## src/rtl/swt_pkg.sv

```systemverilog
package swt_pkg;

    localparam logic [7:0] ONE_CHAR  = 8'hFF;
    localparam logic [7:0] ZERO_CHAR = 8'hFD;
    localparam int         FRAME_SLOTS = 10;
    localparam int         BITS_PER_BYTE = 8;

    typedef enum logic [1:0] {
        TX_IDLE,
        TX_WAKE,
        TX_GAP,
        TX_CHAR
    } tx_state_e;

    typedef enum logic {
        RX_HUNT,
        RX_WIN
    } rx_state_e;

    typedef struct packed {
        logic       wake;
        logic       last;
        logic [7:0] data;
    } cmd_t;

    // Full 8N1 frame, slot 0 (start) in bit 0.
    function automatic logic [9:0] token_frame(input logic b);
        return {1'b1, (b ? ONE_CHAR : ZERO_CHAR), 1'b0};
    endfunction

endpackage

```

## src/rtl/swt_baud.sv

```systemverilog
module swt_baud #(
    parameter int DIV = 217
) (
    input  logic clk,
    input  logic rst,
    input  logic clr,
    output logic tick
);
    localparam int CW = (DIV > 1) ? $clog2(DIV) : 1;

    logic [CW-1:0] cnt;

    assign tick = (cnt == CW'(DIV - 1));

    always_ff @(posedge clk) begin
        if (rst || clr || tick)
            cnt <= '0;
        else
            cnt <= cnt + 1'b1;
    end

    // slot ticks never come on adjacent clocks
    a_r1_tick_spacing: assert property (@(posedge clk) disable iff (rst)
        (tick && !clr) |=> !tick);

endmodule

```

## src/rtl/swt_tx.sv

```systemverilog
module swt_tx
    import swt_pkg::*;
#(
    parameter int CLKS_PER_BAUD = 217,
    parameter int WAKE_BAUDS    = 14,
    parameter int IDLE_BAUDS    = 8
) (
    input  logic clk,
    input  logic rst,
    input  logic cmd_valid,
    output logic cmd_ready,
    input  cmd_t cmd,
    output logic drive_low,
    output logic turn_rx
);
    localparam int HOLD_MAX = (WAKE_BAUDS > IDLE_BAUDS) ? WAKE_BAUDS : IDLE_BAUDS;
    localparam int HW       = $clog2(HOLD_MAX + 1);

    tx_state_e  state;
    logic [9:0] frame;
    logic [3:0] slot;
    logic [2:0] tok;
    logic [7:0] pend;
    logic       last_r;
    logic [HW-1:0] hold;
    logic       tick;
    logic       accept;

    assign cmd_ready = (state == TX_IDLE);
    assign accept    = cmd_valid && cmd_ready;

    swt_baud #(.DIV(CLKS_PER_BAUD)) u_baud (
        .clk (clk),
        .rst (rst),
        .clr (accept),
        .tick(tick)
    );

    assign drive_low = (state == TX_WAKE) || ((state == TX_CHAR) && !frame[0]);
    assign turn_rx   = (state == TX_CHAR) && tick && (slot == 4'(FRAME_SLOTS - 1))
                       && (tok == 3'(BITS_PER_BYTE - 1)) && last_r;

    always_ff @(posedge clk) begin
        if (rst) begin
            state  <= TX_IDLE;
            frame  <= '1;
            slot   <= '0;
            tok    <= '0;
            pend   <= '0;
            last_r <= 1'b0;
            hold   <= '0;
        end else begin
            case (state)
                TX_IDLE: if (accept) begin
                    slot <= '0;
                    tok  <= '0;
                    hold <= '0;
                    if (cmd.wake) begin
                        state  <= TX_WAKE;
                        last_r <= 1'b0;
                    end else begin
                        state  <= TX_CHAR;
                        pend   <= cmd.data;
                        frame  <= token_frame(cmd.data[0]);
                        last_r <= cmd.last;
                    end
                end
                TX_WAKE: if (tick) begin
                    if (hold == HW'(WAKE_BAUDS - 1)) begin
                        state <= TX_GAP;
                        hold  <= '0;
                    end else begin
                        hold <= hold + 1'b1;
                    end
                end
                TX_GAP: if (tick) begin
                    if (hold == HW'(IDLE_BAUDS - 1))
                        state <= TX_IDLE;
                    else
                        hold <= hold + 1'b1;
                end
                TX_CHAR: if (tick) begin
                    if (slot == 4'(FRAME_SLOTS - 1)) begin
                        slot <= '0;
                        if (tok == 3'(BITS_PER_BYTE - 1)) begin
                            state <= TX_IDLE;
                            frame <= '1;
                        end else begin
                            tok   <= tok + 1'b1;
                            pend  <= {1'b0, pend[7:1]};
                            frame <= token_frame(pend[1]);
                        end
                    end else begin
                        slot  <= slot + 1'b1;
                        frame <= {1'b1, frame[9:1]};
                    end
                end
                default: state <= TX_IDLE;
            endcase
        end
    end

    // the start slot (or wake low) begins right after acceptance
    a_r2_start_low: assert property (@(posedge clk) disable iff (rst)
        (cmd_valid && cmd_ready) |=> drive_low);

    // never ready while pulling the wire
    a_r4_busy_not_ready: assert property (@(posedge clk) disable iff (rst)
        drive_low |-> !cmd_ready);

    // turnaround ends the transmission and frees the command port
    a_r4_ready_after_turn: assert property (@(posedge clk) disable iff (rst)
        turn_rx |=> (cmd_ready && !drive_low));

endmodule

```

## src/rtl/swt_rx.sv

```systemverilog
module swt_rx
    import swt_pkg::*;
#(
    parameter int CLKS_PER_BAUD = 217,
    parameter int MAX_PULSES    = 4
) (
    input  logic       clk,
    input  logic       rst,
    input  logic       rx_en,
    input  logic       line_in,
    output logic       rx_valid,
    output logic [7:0] rx_data,
    output logic       rx_err
);
    localparam int WIN = (37 * CLKS_PER_BAUD) / 4;
    localparam int WW  = $clog2(WIN + 1);
    localparam int PW  = $clog2(MAX_PULSES + 2);

    logic [2:0]    sync;
    logic          fall;
    logic          level;
    rx_state_e     state;
    logic [WW-1:0] wcnt;
    logic [PW-1:0] pulses;
    logic [7:0]    shreg;
    logic [2:0]    nbits;
    logic          bit_val;
    logic          bad;

    assign level   = sync[1];
    assign fall    = sync[2] && !sync[1];
    assign bit_val = (pulses == PW'(1));
    assign bad     = !level || (pulses > PW'(MAX_PULSES));

    always_ff @(posedge clk) begin
        if (rst) begin
            sync     <= '1;
            state    <= RX_HUNT;
            wcnt     <= '0;
            pulses   <= '0;
            shreg    <= '0;
            nbits    <= '0;
            rx_valid <= 1'b0;
            rx_err   <= 1'b0;
            rx_data  <= '0;
        end else begin
            sync     <= {sync[1:0], line_in};
            rx_valid <= 1'b0;
            rx_err   <= 1'b0;
            if (!rx_en) begin
                state <= RX_HUNT;
                nbits <= '0;
            end else begin
                case (state)
                    RX_HUNT: if (fall) begin
                        state  <= RX_WIN;
                        wcnt   <= '0;
                        pulses <= PW'(1);
                    end
                    RX_WIN: begin
                        wcnt <= wcnt + 1'b1;
                        if (fall && (pulses <= PW'(MAX_PULSES)))
                            pulses <= pulses + 1'b1;
                        if (wcnt == WW'(WIN - 1)) begin
                            state <= RX_HUNT;
                            if (bad) begin
                                rx_err <= 1'b1;
                                nbits  <= '0;
                            end else begin
                                shreg <= {bit_val, shreg[7:1]};
                                if (nbits == 3'(BITS_PER_BYTE - 1)) begin
                                    rx_valid <= 1'b1;
                                    rx_data  <= {bit_val, shreg[7:1]};
                                    nbits    <= '0;
                                end else begin
                                    nbits <= nbits + 1'b1;
                                end
                            end
                        end
                    end
                    default: state <= RX_HUNT;
                endcase
            end
        end
    end

    // a closed receiver reports nothing
    a_r5_quiet_when_closed: assert property (@(posedge clk) disable iff (rst)
        !rx_en |=> (!rx_valid && !rx_err));

    // a byte needs eight characters, so strobes never repeat back to back
    a_r6_valid_spaced: assert property (@(posedge clk) disable iff (rst)
        rx_valid |=> !rx_valid);

    // error and data strobes are exclusive
    a_r8_err_exclusive: assert property (@(posedge clk) disable iff (rst)
        $onehot0({rx_valid, rx_err}));

endmodule

```

## src/rtl/swt_host.sv

```systemverilog
module swt_host
    import swt_pkg::*;
#(
    parameter int CLKS_PER_BAUD = 217,
    parameter int WAKE_BAUDS    = 14,
    parameter int IDLE_BAUDS    = 8,
    parameter int MAX_PULSES    = 4
) (
    input  logic       clk,
    input  logic       rst,
    input  logic       cmd_valid,
    output logic       cmd_ready,
    input  logic       cmd_wake,
    input  logic       cmd_last,
    input  logic [7:0] cmd_data,
    output logic       rx_valid,
    output logic [7:0] rx_data,
    output logic       rx_err,
    input  logic       line_in,
    output logic       line_drive_low
);
    cmd_t cmd;
    logic turn_rx;
    logic rx_en;

    assign cmd = '{wake: cmd_wake, last: cmd_last, data: cmd_data};

    swt_tx #(
        .CLKS_PER_BAUD(CLKS_PER_BAUD),
        .WAKE_BAUDS   (WAKE_BAUDS),
        .IDLE_BAUDS   (IDLE_BAUDS)
    ) u_tx (
        .clk      (clk),
        .rst      (rst),
        .cmd_valid(cmd_valid),
        .cmd_ready(cmd_ready),
        .cmd      (cmd),
        .drive_low(line_drive_low),
        .turn_rx  (turn_rx)
    );

    always_ff @(posedge clk) begin
        if (rst)
            rx_en <= 1'b0;
        else if (cmd_valid && cmd_ready)
            rx_en <= 1'b0;
        else if (turn_rx)
            rx_en <= 1'b1;
    end

    swt_rx #(
        .CLKS_PER_BAUD(CLKS_PER_BAUD),
        .MAX_PULSES   (MAX_PULSES)
    ) u_rx (
        .clk     (clk),
        .rst     (rst),
        .rx_en   (rx_en),
        .line_in (line_in),
        .rx_valid(rx_valid),
        .rx_data (rx_data),
        .rx_err  (rx_err)
    );

    // receiver is never open while the host pulls the wire
    a_r5_no_listen_while_driving: assert property (@(posedge clk) disable iff (rst)
        line_drive_low |-> !rx_en);

    // a fresh command always closes the receiver
    a_r10_cmd_closes_rx: assert property (@(posedge clk) disable iff (rst)
        (cmd_valid && cmd_ready) |=> !rx_en);

endmodule

```

## config.mk

```make
export PLATFORM = sky130hd
export DESIGN_NAME = swt_host
export DESIGN_NICKNAME = d
export VERILOG_FILES = /design/src/rtl/swt_pkg.sv /design/src/rtl/swt_baud.sv /design/src/rtl/swt_tx.sv /design/src/rtl/swt_rx.sv /design/src/rtl/swt_host.sv
export SDC_FILE = /design/constraint.sdc
export NUM_CORES = 1
export LEC_CHECK = 0
export ABC_CLOCK_PERIOD_IN_PS = 5760
export BUFFER_PORTS_ARGS = -buffer_cell sky130_fd_sc_hd__buf_2
export CAP_MARGIN = 25
export CORE_UTILIZATION = 60
export CTS_CLUSTER_DIAMETER = 100
export DETAILED_ROUTE_END_ITERATION = 10
export GPL_ROUTABILITY_DRIVEN = 0
export PLACE_DENSITY = 0.86
export SLEW_MARGIN = 30
export SYNTH_ARGS = -nofsm -noshare
export SYNTH_HDL_FRONTEND = slang
export SYNTH_SLANG_ARGS = --single-unit
```

## constraint.sdc

```tcl
create_clock -name clk -period 5.76 [get_ports clk]
set_input_delay 0 -clock clk [delete_from_list [all_inputs] [get_ports clk]]
set_output_delay 0 -clock clk [all_outputs]
set_load 0.02 [all_outputs]
```

* Word level (Yosys, flattened, before mapping)
Index checks and enable logic that the tools add are counted.
** Word-level totals
- Output and inout port bits :: 12
- Flip-flop bits (word level) :: 80
- Logic and storage cells :: 139
- Bits of input ports :: 14
** Operators by class
- Mux-type cells :: 51
- Magnitude comparators :: 2
- Equal/unequal tests :: 24
- Add/subtract/negate cells :: 7
- Bitwise gates (word level) :: 4
- Reductions and logical operators :: 33
** Operator list (number)
- $mux W8 :: 5
- $mux W10 :: 3
- $mux W4 :: 7
- $mux W3 :: 8
- $mux W2 :: 11
- $pmux W11 S2 :: 1
- $pmux W10 S2 :: 1
- $mux W9 :: 2
- $ne A2 B2 Y1 const B :: 8
- $pmux W8 S2 :: 1
- $reduce_and A5 Y1 :: 3
- $pmux W3 S2 :: 2
- $pmux W4 S3 :: 1
- $add A11 B1 Y11 const B :: 1
- $eq A11 B11 Y1 const B :: 1
- $mux W11 :: 1
- $ne A2 B1 Y1 const B :: 5
- $add A3 B1 Y3 const B :: 3
- $add A4 B1 Y4 const B :: 2
- $add A8 B1 Y8 const B :: 1
- $eq A4 B4 Y1 const B :: 2
- $eq A8 B8 Y1 const B :: 1
- $logic_and A1 B1 Y1 :: 8
- $pmux W2 S4 :: 1
- other kinds (24) :: 42

* Longest topological paths before layout
- Word-level depth :: 5
- Mapped depth :: 8
- Depth with buffers taken out :: 6

* By module
From an unflattened synthesis, not the netlist that was laid out.
** Second synthesis, totals
- Cells, all modules :: 404
- Area, all modules :: 3514.6 µm²
** By module, submodules not included
- swt_rx :: area an instance 1670.4 µm², instances 1, cells each 192, seq. area each 760.7 µm²
- swt_tx :: area an instance 1442.6 µm², instances 1, cells each 169, seq. area each 480.5 µm²
- swt_baud :: area an instance 365.4 µm², instances 1, cells each 40, seq. area each 160.2 µm²
- swt_host :: area an instance 36.3 µm², instances 1, cells each 3, seq. area each 20.0 µm²

* Least setup slack after synthesis
No wires, ideal clock.
- Kind :: reg-to-reg
- Start :: register u_tx.state[0]
- End :: register u_tx.state[1]
- Buffers on the path :: 1
- Data required time :: 5.637 ns
- Data arrival time :: 1.875 ns
- Clock period less this slack :: 1.998 ns
- Path slack :: 3.762 ns
- Cell stages (with the launch flop) :: 8
- Setup time :: 0.123 ns
- Cells stage by stage :: dfxtp_1 > inv_1 > ha_1 > buf_4 > nand2b_1 > nand3_1 > a222oi_1 > mux2_1
** Between the ends
- Cells in the longest elaborated chain, start to end :: 4
- Elaborated cells between the ends (all ways) :: 15
- Those cells by class :: eq/ne (11); mux (1); reduce/logical (3)
** RTL lines
- start: declaration :: RTL line swt_tx.sv:19 : tx_state_e state;
- start signal: assignment :: RTL line swt_tx.sv:45 : state <= TX_IDLE;
- start signal: assignment :: RTL line swt_tx.sv:59 : state <= TX_WAKE;
- start signal: assignment :: RTL line swt_tx.sv:62 : state <= TX_CHAR;
- $logic_not A2 Y1 (*) :: RTL line swt_tx.sv:29 : assign cmd_ready = (state == TX_IDLE);
- net cmd_ready :: RTL line swt_host.sv:12 : output logic cmd_ready,
- $logic_and A1 B1 Y1 :: RTL line swt_tx.sv:30 : assign accept = cmd_valid && cmd_ready;
- $ne A2 B2 Y1 (no source line)
- $reduce_and A8 Y1 (no source line)
The timed path passes the listed nets; every way through them passes the cells marked *.
A chain may end at the register's enable or synchronous reset.

* Worst setup path after layout
- Start :: register u_tx.state[0]
- End :: register u_tx.pend[5]
** Between the ends
- Cells in the longest elaborated chain, start to end :: 4
- Elaborated cells between the ends (all ways) :: 11
- Those cells by class :: eq/ne (6); mux (1); reduce/logical (4)
** RTL lines
- $logic_not A2 Y1 :: RTL line swt_tx.sv:29, swt_tx.sv:53
- $logic_and A1 B1 Y1 :: RTL line swt_tx.sv:30
- $ne A2 B2 Y1 (no source line)
- $reduce_and A6 Y1 (no source line)
- end signal: assignment :: RTL line swt_tx.sv:63 : pend <= cmd.data;
- end signal: assignment :: RTL line swt_tx.sv:90 : pend <= {1'b0, pend[7:1]};
- end: declaration :: RTL line swt_tx.sv:23 : logic [7:0] pend;
Several ways; a longest one is shown, not always the timed one.

==> impl_metrics.csv <==
group,metric,value,unit
timing,min_period_over_period,44.08,%
clock_network,htree_levels,3,
timing,drv_slew,0,
floorplanning,rows,27,
detailed_routing,vias,2998,
pwr,p_sw_share,29.76,%
grt,grt_max_degree,53,
timing,rsz0062_at_grt,"false",
synthesis,synth.largest_area_cell,"dfxtp_1",
detailed_routing,drt-initial-drc-count,223,
place,dp_hpwl,4812,um
setup_path,critPathLaunchType,"register",
floorplanning,dieArea,6247,um^2
timing,hold_viol_final,0,
setup_path,critical_path_arrival,2790,ps
clock_network,max-clock-path-buffers,2,
finish,nNetsFinal,453,
synthesis,synth.avg_cell_area,8.925,um^2
pwr,power_frac_seq,43.8,%
detailed_routing,wl,7185,um
grt,first_global_vias,2894,
timing,fmax,393.8,MHz
detailed_routing,route.met2.wl,3482,um
clock_network,cts_tree,"yes",
run_status,outcome,"finished, final reports clean",
pwr,p_leak,1.484,nW
synthesis,synth_flop_cell,"dfxtp_1",
clock_network,path_clk_slew,70,ps
setup_path,cp.required,6010,ps
setup_path,path_max_fanout,27,
pwr,power,1.252,mW
timing,skew,6.300,ps
synthesis,synth_seq_cells,71,
timing,period_minus_slack,2539,ps
pwr,switchingPower,372.5,uW
floorplanning,pin_count,26,
setup_path,reg2reg_depth,5,
detailed_routing,via_per_inst,6.044,
synthesis,synth_edf_count,0,
finish,final_cell_mix,"dfxtp_1 (71), a21oi_1 (40), nand3_1 (26)",
finish,area_growth_syn_to_layout,11.14,%
timing,worstMarginPinSlew,947.9,ps
clock_network,clock_sinks,71,
grt,grt_overflow,0,
clock_network,cts_buffers,9,
synthesis,yosysSeqAreaShare,39.92,%
worst_hold_path,hold_depth,3,
setup_path,critical_path_class,"reg2reg",
setup_path,r2r_setup_slack,3220,ps
timing,slew_headroom,36.81,%
synthesis,async_reset_ff_share,0,%
synthesis,synthesis.area,3561,um^2
pwr,power.density,316.3,nW/um^2
synthesis,synth-warning-count,0,
synthesis,yosys.area.top_type_share,39.92,%
grt,gr-usage-all-layers,25.77,%
clock_network,root_buffer,"clkbuf_8",
finish,final_common_cell,"dfxtp_1",
finish,nFillCells,463,
detailed_routing,drc,0,
detailed_routing,wl_met3,334,um
detailed_routing,met1_length,3287,um
floorplanning,initial_utilization,63.50,%
floorplanning,die_y,79.04,um
detailed_routing,ant_nets,0,
clock_network,clock_latency,340,ps
grt,grt_antenna_before_repair,0,
synthesis,synthTopCellsByArea,"dfxtp_1 (40%), ha_1 (7.0%), a21oi_1 (5.6%), nand3_1 (3.7%), mux2i_1 (3.4%)",
synthesis,synth_cells,399,
place,placedCellCount,474,
finish,instances_no_fill,496,
synthesis,synth_fp_nets,433,
detailed_routing,dr.pass1.iters,4,
detailed_routing,top_layer,"met4",
finish,layout-drive-gt1-share,12.03,%
timing,finalSetupViolations,0,
worst_hold_path,min_path_type,"in2reg",
floorplanning,die_x,79.04,um
pwr,power.internal,879.3,uW
detailed_routing,wl_per_cell,14.49,um
setup_path,worstSetupEndpointType,"register",
grt,grt_pass1_wl,12700,um
pwr,p_comb_share,22.5,%
finish,antennaDiodeCount,0,
floorplanning,core,5608,um^2
run,drv_cap,0,
synthesis,synth_cell_types,56,
pwr,p_clk_share,33.8,%
timing,fin_tns_setup,0,ps
place,io_buffers,25,
pwr,vdd_ir_drop_max,0.0002930,V
## registers in the layout, indices dropped and copies added (netlist names)
signal	cells
u_tx.pend	7
u_tx.u_baud.cnt	8
u_tx.state	2
u_rx.rx_data	8
u_tx.frame	3
rx_en	1
u_rx.state	1
u_rx.pulses	3
u_tx.slot	4
u_tx.tok	3
u_rx.wcnt	11
u_rx.rx_err	1
u_rx.rx_valid	1
u_rx.nbits	3
u_rx.sync	3
u_tx.hold	4
u_rx.shreg	7
u_tx.last_r	1
## per-stage QoR
stage                     worst slack, ps  area (um^2)  hold slack, ps  util (%)
after global routing                 2945         3958           13.18     70.57
after CTS                            2849         3955          0.2583     70.53
after global placement               3024         3675           186.9     65.53
after detailed placement             2854         3684           186.1     65.69
after floorplan                      3762         3561           103.8         -
final                                3221         3958           22.32     70.57
## critical path: stages (launching register included)
cell and delay [ps]:
dfxtp_1 390, ha_2 560, mux2i_1 310, a221oi_2 730, a21oi_1 170, a311oi_1 270
## area by class of cell
type	instances	area [um^2]	share of cell area, %
flip-flops and latches	71	1421	35.92
repair buffers	31	185.2	4.679
clock inverters	7	87.58	2.213
well taps	72	90.09	2.276
inverters	16	60.06	1.518
multi-input cells	290	1989	50.27
clock buffers	9	123.9	3.130
## final timing paths
kind	start	endpoint
setup / recovery	u_tx.state[0]	u_tx.pend[5]
hold / removal	cmd_data[1]	u_tx.pend[1]
setup reg to reg	u_tx.state[0]	u_tx.pend[5]
hold reg to reg	u_rx.sync[0]	u_rx.sync[1]
## synthesized netlist by cell type (2+ instances only)
cell type,n
dfxtp_1,71
a21oi_1,40
nand3_1,26
nor2_1,24
ha_1,20
o21ai_0,17
nand2_1,16
inv_1,15
mux2i_1,12
clkbuf_1,10
nand4_1,10
o31ai_1,10
nor3_1,9
xor2_1,9
a311oi_1,6
a32o_1,6
and3_1,6
buf_2,6
nand2b_1,6
or4_1,6
nand3b_1,5
nand4b_1,5
nor2b_1,5
buf_1,4
nor3b_1,4
o21a_1,4
or2_2,4
or3_1,4
a21o_1,3
a31oi_1,3
and4_1,3
o211ai_1,3
and3b_1,2
nor4b_1,2
o2111ai_1,2
## power groups by stage
stage	clock network [mW]	logic [mW]	registers [mW]
after detailed placement	0	0.275	0.558
after CTS	0.433	0.280	0.547
after floorplan	0	0.229	0.552
final	0.423	0.281	0.548
after global routing	0.460	0.314	0.552
after global placement	0	0.265	0.556
## logic make-up (layout without fill, tap and decap cells)
family          after synthesis  after routing  synth area share, %
compound gates              103            103                18.76
xor+xnor                     10             10                2.460
fa+ha+maj                    20             20                7.027
buf+inv                      38             63                4.533
flops                        71             71                39.92
mux                          14             14                4.006
simple gates                143            143                23.30
## repair_timing
| action | in CTS | in global routing |
|---|---|---|
| hold buffers | 6 | 0 |
| endpoints found under the hold margin | 4 | 0 |
| buffers inserted | 0 | 0 |
| resized for setup | 0 | 0 |
| endpoints found under the setup margin | 0 | 0 |
## layer usage
layer  track usage (%)  vias to the layer above
met3             7.471                        7
met5                 0                        -
met1             31.05                     1399
li1                  -                     1514
met4             9.273                        0
met2             43.45                       78
Power figures use the tool's default switching activity.
